==> src/rtl/rdo_pkg.sv <==
`timescale 1ns/1ps
package rdo_pkg;

    typedef enum logic [2:0] {
        S_IDLE,
        S_HDR,
        S_DATA,
        S_PASS,
        S_DONE
    } rdo_state_e;

    function automatic int max_int(input int a, input int b);
        return (a > b) ? a : b;
    endfunction

endpackage

==> src/rtl/rdo_shifter.sv <==
`timescale 1ns/1ps
module rdo_shifter #(
    parameter int SH_W  = 38,
    parameter int LEN_W = 6
) (
    input  logic             clk,
    input  logic             rst_n,
    input  logic             load,
    input  logic [SH_W-1:0]  load_val,
    input  logic [LEN_W-1:0] load_len,
    input  logic             shift,
    output logic             bit_out,
    output logic             last
);

    logic [SH_W-1:0]  sh_q;
    logic [LEN_W-1:0] rem_q;

    always_ff @(posedge clk or negedge rst_n) begin
        if (!rst_n) begin
            sh_q  <= '0;
            rem_q <= '0;
        end else if (load) begin
            sh_q  <= load_val;
            rem_q <= load_len;
        end else if (shift) begin
            sh_q  <= sh_q << 1;
            rem_q <= rem_q - 1'b1;
        end
    end

    assign bit_out = sh_q[SH_W-1];
    assign last    = (rem_q == '0);

    // a word is never shifted past its final bit
    p_no_overrun_r4: assert property (@(posedge clk) disable iff (!rst_n)
        (shift && !load) |-> !last);

endmodule

==> src/rtl/rdo_evt_ptr.sv <==
`timescale 1ns/1ps
module rdo_evt_ptr #(
    parameter int DEPTH  = 16,
    parameter int CNT_W  = 5,
    parameter int ADDR_W = 4
) (
    input  logic              clk,
    input  logic              rst_n,
    input  logic              start,
    input  logic [CNT_W-1:0]  start_count,
    input  logic              advance,
    output logic [ADDR_W-1:0] addr,
    output logic              at_end
);

    logic [CNT_W-1:0] idx_q;
    logic [CNT_W-1:0] count_q;

    always_ff @(posedge clk or negedge rst_n) begin
        if (!rst_n) begin
            idx_q   <= '0;
            count_q <= '0;
        end else if (start) begin
            idx_q   <= '0;
            count_q <= start_count;
        end else if (advance) begin
            idx_q   <= idx_q + 1'b1;
        end
    end

    assign addr   = idx_q[ADDR_W-1:0];
    assign at_end = (idx_q == count_q);

    // the latched count never exceeds the storage depth
    p_cnt_sat_r9: assert property (@(posedge clk) disable iff (!rst_n)
        count_q <= CNT_W'(DEPTH));

    // reads never run beyond the latched count
    p_idx_bound_r4: assert property (@(posedge clk) disable iff (!rst_n)
        idx_q <= count_q);

endmodule

==> src/rtl/rdo_token_ctrl.sv <==
`timescale 1ns/1ps
module rdo_token_ctrl
    import rdo_pkg::*;
#(
    parameter int ID_W     = 8,
    parameter int DEPTH    = 16,
    parameter int COARSE_W = 12,
    parameter int FINE_W   = 12,
    parameter int CHARGE_W = 12
) (
    input  logic                                  clk,
    input  logic                                  rst_n,
    input  logic                                  daq_en,
    input  logic                                  acq_start,
    input  logic                                  token_in,
    input  logic [ID_W-1:0]                       chip_id,
    input  logic [$clog2(DEPTH+1)-1:0]            evt_count,
    output logic [$clog2(DEPTH)-1:0]              ram_addr,
    input  logic [COARSE_W+FINE_W+CHARGE_W+1:0]   ram_rdata,
    output logic                                  token_out,
    output logic                                  ser_dout,
    output logic                                  tx_en,
    output logic                                  readout_done
);

    localparam int EVT_W  = COARSE_W + FINE_W + CHARGE_W + 2;
    localparam int CNT_W  = $clog2(DEPTH + 1);
    localparam int ADDR_W = $clog2(DEPTH);
    localparam int HDR_W  = ID_W + CNT_W;
    localparam int SH_W   = max_int(HDR_W, EVT_W);
    localparam int LEN_W  = $clog2(SH_W);

    rdo_state_e state_q, state_d;

    logic             accept;
    logic [CNT_W-1:0] cnt_sat;
    logic             sh_last;
    logic             sh_bit;
    logic             sh_load;
    logic             sh_shift;
    logic [SH_W-1:0]  sh_val;
    logic [LEN_W-1:0] sh_len;
    logic             ptr_end;
    logic             ptr_adv;
    logic             word_end;

    assign accept   = (state_q == S_IDLE) && token_in && daq_en;
    assign cnt_sat  = (evt_count > CNT_W'(DEPTH)) ? CNT_W'(DEPTH) : evt_count;
    assign word_end = ((state_q == S_HDR) || (state_q == S_DATA)) && sh_last;
    assign ptr_adv  = word_end && ((state_q == S_HDR) || !ptr_end);
    assign sh_load  = (accept && (cnt_sat != '0)) || ptr_adv;
    assign sh_shift = ((state_q == S_HDR) || (state_q == S_DATA)) && !sh_last;

    always_comb begin
        if (state_q == S_IDLE) begin
            sh_val = SH_W'({chip_id, cnt_sat}) << (SH_W - HDR_W);
            sh_len = LEN_W'(HDR_W - 1);
        end else begin
            sh_val = SH_W'(ram_rdata) << (SH_W - EVT_W);
            sh_len = LEN_W'(EVT_W - 1);
        end
    end

    rdo_shifter #(
        .SH_W  (SH_W),
        .LEN_W (LEN_W)
    ) i_shifter (
        .clk      (clk),
        .rst_n    (rst_n),
        .load     (sh_load),
        .load_val (sh_val),
        .load_len (sh_len),
        .shift    (sh_shift),
        .bit_out  (sh_bit),
        .last     (sh_last)
    );

    rdo_evt_ptr #(
        .DEPTH  (DEPTH),
        .CNT_W  (CNT_W),
        .ADDR_W (ADDR_W)
    ) i_evt_ptr (
        .clk         (clk),
        .rst_n       (rst_n),
        .start       (accept),
        .start_count (cnt_sat),
        .advance     (ptr_adv),
        .addr        (ram_addr),
        .at_end      (ptr_end)
    );

    // next-state logic
    always_comb begin
        state_d = state_q;
        unique case (state_q)
            S_IDLE: if (accept) state_d = (cnt_sat == '0) ? S_PASS : S_HDR;
            S_HDR:  if (sh_last) state_d = S_DATA;
            S_DATA: if (sh_last && ptr_end) state_d = S_PASS;
            S_PASS: state_d = S_DONE;
            S_DONE: if (acq_start) state_d = S_IDLE;
            default: state_d = S_IDLE;
        endcase
    end

    // state register
    always_ff @(posedge clk or negedge rst_n) begin
        if (!rst_n) state_q <= S_IDLE;
        else        state_q <= state_d;
    end

    // outputs
    always_comb begin
        tx_en        = 1'b0;
        token_out    = 1'b0;
        readout_done = 1'b0;
        unique case (state_q)
            S_IDLE: ;
            S_HDR,
            S_DATA: tx_en = 1'b1;
            S_PASS: begin
                token_out    = 1'b1;
                readout_done = 1'b1;
            end
            S_DONE: readout_done = 1'b1;
            default: ;
        endcase
        ser_dout = tx_en & sh_bit;
    end

    p_tx_quiet_r5: assert property (@(posedge clk) disable iff (!rst_n)
        !tx_en |-> !ser_dout);

    p_tok_pulse_r6: assert property (@(posedge clk) disable iff (!rst_n)
        token_out |=> !token_out);

    p_tok_after_tx_r6: assert property (@(posedge clk) disable iff (!rst_n)
        $fell(tx_en) |-> token_out);

    p_tx_needs_token_r2: assert property (@(posedge clk) disable iff (!rst_n)
        $rose(tx_en) |-> $past(token_in && daq_en));

    p_done_hold_r8: assert property (@(posedge clk) disable iff (!rst_n)
        (readout_done && !acq_start && !token_out) |=> readout_done);

    p_no_tx_when_done_r2: assert property (@(posedge clk) disable iff (!rst_n)
        readout_done |-> !tx_en);

endmodule

==> config.mk <==
export PLATFORM = sky130hd
export DESIGN_NAME = rdo_token_ctrl
export DESIGN_NICKNAME = d
export VERILOG_FILES = /design/src/rtl/rdo_pkg.sv /design/src/rtl/rdo_shifter.sv /design/src/rtl/rdo_evt_ptr.sv /design/src/rtl/rdo_token_ctrl.sv
export SDC_FILE = /design/constraint.sdc
export NUM_CORES = 1
export LEC_CHECK = 0
export BUFFER_PORTS_ARGS = -buffer_cell sky130_fd_sc_hd__buf_2
export CAP_MARGIN = 0
export CORE_ASPECT_RATIO = 1.25
export CORE_MARGIN = 5
export CORE_UTILIZATION = 28
export DETAILED_ROUTE_END_ITERATION = 8
export PLACE_DENSITY = 0.45
export SLEW_MARGIN = 10
export SYNTH_ARGS = -nofsm -noshare
export SYNTH_HDL_FRONTEND = slang
export SYNTH_SLANG_ARGS = --single-unit
==> constraint.sdc <==
create_clock -name clk -period 5.4 [get_ports clk]
set_input_delay 0.54 -clock clk [delete_from_list [all_inputs] [get_ports clk]]
set_output_delay 0.54 -clock clk [all_outputs]
set_load 0.01 [all_outputs]
# After elaboration in Yosys (flattened, before gate mapping)
# Index checks and enable logic that the tools add are counted.
# totals
elab_cells,57
reg_bits,57
# classes
order_cmp,1
n_addsub,2
bitwise,1
reduce_logical,21
eq_ne,9
mux,18
# op_table
operator,count
38-bit two-way mux,3
6-bit two-way mux,3
5-bit two-way mux,3
3-bit case mux with 5 select lines,1
3-bit two-way mux,4
1-bit logical AND,7
3-bit by 2-bit == test with 1-bit output (second input constant),2
6-bit zero test,1
2-bit inequality test (second input constant),3
6-bit by 1-bit subtractor with 6-bit output (second input constant),1
5-bit by 1-bit adder with 5-bit output (second input constant),1
5-bit == test,1
5-bit > comparator (second input constant),1
5-bit zero test,1
5-bit nonzero test,1
4-bit AND reduction,1
2-bit nonzero test,2
2-bit OR reduction,2
3-bit by 1-bit == test with 1-bit output (second input constant),1
3-bit == test (second input constant),1
3-bit zero test,1
1-bit logical OR,3
1-bit two-way mux,3
1-bit zero test,2
other kinds (3),3

# Logic depth before layout (Yosys ltp)
# logic_depth
depth_word,6
ltp_mapped,9
mapped_depth_nobuf,7

# Modules after synthesis
# From an unflattened synthesis, not the netlist that was laid out.
# unflattened
cells_unflattened,345
area_unflattened_um2,3178.0
# modules_own_cells
mod,area_per_inst_um2,cells_per_inst,seq_area_each_um2,n_inst
rdo_shifter,2064.5,203,1101.1,1
rdo_token_ctrl,625.6,101,75.1,1
rdo_evt_ptr,488.0,41,250.2,1

# Worst setup path before layout
# OpenSTA, ideal clock, no wires.
# synth_timing
path_kind,reg2reg
start,register i_shifter.rem_q[0]
end,register i_shifter.sh_q[28]
stages_incl_launch_ff,9
n_path_buf,1
setup_slack_ps,3342
setup_ps,126
t_arrival_ps,1932
path_cell_list,dfrtp_1 -> inv_1 -> ha_1 -> nor3b_2 -> nand4bb_4 -> a21oi_4 -> nor3_2 -> buf_2 -> a221o_1
# synth_between
elab_chain_cells,5
elab_cells_between_ends,8
cone_classes,mux: 1; reduce/logical: 7
# synth_rtl
item,line_no,rtl
"start, declared",rdo_shifter.sv:17,logic [LEN_W-1:0] rem_q;
"start signal, assigned",rdo_shifter.sv:25,rem_q <= load_len;
"start signal, assigned",rdo_shifter.sv:28,rem_q <= rem_q - 1'b1;
6-bit zero test *,rdo_shifter.sv:33,assign last = (rem_q == '0);
1-bit logical AND,rdo_token_ctrl.sv:49,assign word_end = ((state_q == S_HDR) || (state_q == S_DATA)) && sh_last;
1-bit logical AND,rdo_token_ctrl.sv:50,assign ptr_adv = word_end && ((state_q == S_HDR) || !ptr_end);
1-bit logical OR,rdo_token_ctrl.sv:51,assign sh_load = (accept && (cnt_sat != '0)) || ptr_adv;
38-bit two-way mux or 2-bit nonzero test (tied branches),n/a,
"end signal, assigned",rdo_shifter.sv:24,sh_q <= load_val;
"end signal, assigned",rdo_shifter.sv:27,sh_q <= sh_q << 1;
"end, declared",rdo_shifter.sv:16,logic [SH_W-1:0] sh_q;
# Mark *: on every way between the ends. The rest lies on a longest branch, timed or not.
# A chain may end at the register's enable or synchronous reset.

# Worst setup path in the final report
# layout_timing
start,register i_shifter.rem_q[0]
end,register i_shifter.sh_q[36]
# The elaborated chain is that of the path after synthesis.

==> flow_summary.yaml <==
outcome:
  status: "finished clean"
critical_path:
  cp_max_fo: 55
  cp_data_required_time_ns: 5.60
  rrSetupSlack_ns: 2.75
  critPathSlowestCell: "nor3b_2"
  r2r_start: "i_shifter.rem_q[0]"
  reg2reg_depth: 8
  rr_endpoint: "i_shifter.sh_q[36]"
  end_kind: "register"
  max_stage_delay_ns: 0.49
  critical_path_class: "reg2reg"
  arrival_ns: 2.85
  cp_cell_sequence: "inv_1 -> ha_1 -> nor3b_2 -> nand4bb_4 -> a21oi_4 -> buf_4 -> nor3_2 -> a221o_1"
  crit_path_start_kind: "register"
power_and_ir_drop:
  clockPowerShare: 0.267
  internal_power_uw: 1250
  powerDensity_nw_per_um2: 527
  p_switching_uw: 718
  ir_drop_uv: 217
  switching_share: 0.366
  p_seq_frac: 0.362
  p_leak_uw: 0.00181
  combPwrFrac: 0.371
clocking:
  cts_resized: 0
  cts-buffers-inserted: 9
  cts.clk_slew.worst_paths_ns: 0.06
  max-clock-path-buffers: 2
  root_buffer: "clkbuf_16"
  cts_tree: "yes"
  cts_setup_buffers: 0
  cts_max_level: 3
  clock_latency_ns: 0.32
  cts_hold_buf: 0
  clock_sinks: 57
placed_design:
  portBuffers: 63
  dp_slack_ns: 2.61
  dp_hpwl_mm: 5.07
  place_congestion: 0.743
grt:
  grt_antenna_before_repair: 0
  grt_pass1_vias: 2416
  grt_max_degree: 58
  grt_pass1_wl_mm: 11.9
  grt.overflow.total: 0
  grtUsageTotal: 0.116
detailed_routing:
  ant_nets: 0
  drc: 0
  drtIter0Drc: 133
  via_count: 2378
  post_drt_wl_per_cell_um: 14.8
  wirelength_mm: 7.33
  routed_via_density: 4.81
  drtPass1Iterations: 4
synthesis:
  synth_xor_area_frac: 0.0287
  yosys.area_share.simple: 0.139
  synthFlopType: "dfrtp_1"
  syn_area_um2: 3050
  synth_edf_count: 0
  asyncSetResetFlopFracSynth: 1.00
  syn_inst: 303
  synth_compound_gate_area_share: 0.197
  ys_seq_area_frac: 0.467
  synth.mux.area_fraction: 0.112
  synthAdderAreaFrac: 0.00819
  syn_area_per_cell_um2: 10.1
  synthDistinctLibCells: 42
  synthesis.nets: 361
  ys_warn_count: 0
  synth_top_family_by_area: "compound AO/OA/AOI/OAI gates"
  synth-seq-cells: 57
timing:
  drv_slew: 0
  max_slew.worst_pin.slew_ns: 0.908
  clock_skew_ns: 0.00863
  setup_ws_ns: 2.75
  rsz0062_at_grt: "no"
  setup_viol: 0
  tns_ns: 0
  fin_crit_sh: 0.491
  relSlewSlack: 0.395
  fmax_ghz: 0.377
  hold_violations: 0
  fin_crit_ns: 2.65
die:
  dieArea_um2: 13100
  chipWidth_um: 103
  dieHeight_um: 127
  row_count: 42
  ios: 64
  initial_core_util: 0.288
  coreArea_um2: 10600
flow_run:
  cap_violations: 0
layout:
  area_delta_synth_final_pct: 22.0
  drive_gt1_frac: 0.262
  antenna_cells: 0
  fin_nets: 415
worst_hold_path:
  hold_path_class: "in2async"
[worst max-delay path by stage]
stage                  startpoint                  to  slack [ns]
2_1_floorplan  i_shifter.rem_q[0]  i_shifter.sh_q[28]        3.34
3_3_place_gp         evt_count[1]  i_shifter.sh_q[33]        2.65
3_5_place_dp         evt_count[1]  i_shifter.sh_q[36]        2.61
4_1_cts        i_shifter.rem_q[0]  i_shifter.sh_q[34]        2.73
5_1_grt        i_shifter.rem_q[0]  i_shifter.sh_q[30]        2.48
6_report       i_shifter.rem_q[0]  i_shifter.sh_q[36]        2.75
[flip-flops by register name, indices dropped and copies added (netlist names)]
signal	count
i_shifter.rem_q	6
state_q	3
i_shifter.sh_q	38
i_evt_ptr.count_q	5
i_evt_ptr.idx_q	5
[cells in the mapped netlist (all sizes together), types with 2 or more instances]
library cell | instances | share of area
clkbuf | 7 | 0.0086
or3 | 2 | 0.0041
and3 | 3 | 0.0061
nor2b | 2 | 0.0041
a211oi | 3 | 0.0090
xnor2 | 9 | 0.026
a21oi | 21 | 0.038
nor3 | 4 | 0.0082
nand2b | 5 | 0.010
o211ai | 2 | 0.0066
inv | 6 | 0.0074
ha | 2 | 0.0082
a221o | 13 | 0.043
nand2 | 46 | 0.057
dfrtp | 57 | 0.47
mux2i | 33 | 0.11
o21ai | 10 | 0.016
nand3 | 3 | 0.0049
o31ai | 25 | 0.061
nor2 | 18 | 0.023
buf | 17 | 0.033
[through the flow]
step	instances	hold WS, ns	area [um2]	total power [uW]	util
floorplan	303	0.244	3050	1300	-
global placement	478	0.487	3450	1450	0.325
detailed placement	478	0.492	3450	1460	0.325
CTS	494	0.387	3730	2000	0.351
global route	494	0.415	3730	2120	0.351
finish	494	0.362	3730	1960	0.351
[power by group through the flow]
| stage | logic, uW | registers, uW | clock network (uW) |
|---|---|---|---|
| floorplan | 617 | 679 | 0 |
| global placement | 733 | 718 | 0 |
| detailed placement | 741 | 718 | 0 |
| CTS | 743 | 713 | 539 |
| global route | 824 | 735 | 559 |
| finish | 728 | 712 | 525 |
[area by class of cell]
| cell class | instances | area, um2 |
|---|---|---|
| clock inverter | 6 | 42.5 |
| timing repair buffer | 67 | 345 |
| multi-input combinational | 216 | 1490 |
| fill | 1127 | 6890 |
| inverter | 6 | 22.5 |
| clock buffer | 10 | 239 |
| tap | 132 | 165 |
| sequential | 57 | 1430 |
[critical path: cells and delay by family (launching register included)]
family          cells  cell delay, ns
compound gates      2            0.49
fa+ha+maj           1            0.17
buf+inv             2            0.52
flops               1            0.40
simple gates        3            0.94
[layout by cell type (no fill, tap or decap), drive strengths merged, types with 2 or more instances in the layout]
| cell | instances |
|---|---|
| dfrtp | 57 |
| ha | 2 |
| nor2 | 18 |
| or3 | 2 |
| a21oi | 21 |
| mux2i | 33 |
| buf | 67 |
| nor2b | 2 |
| xnor2 | 9 |
| clkbuf | 10 |
| clkinvlp | 2 |
| inv | 7 |
| clkinv | 3 |
| nand2 | 46 |
| o31ai | 25 |
| o21ai | 10 |
| a221o | 13 |
| a211oi | 3 |
| nor3 | 4 |
| and3 | 3 |
| nand2b | 5 |
| nand3 | 3 |
| o211ai | 2 |
[kinds of logic after synthesis]
family / after synthesis
and+or+nand+nor: 89
DFF: 57
AOI/OAI and AO/OA: 81
muxes: 34
xor gates and xnor gates: 10
buffers and inverters: 30
adders and majority gates: 2
[layer usage]
metal  part of all wire  global-route usage
met1               0.48               0.161
met2               0.45               0.176
met3              0.053              0.0247
met4              0.012              0.0412
met5                  0                   0
No activity file was read; power rests on OpenSTA's default activity.
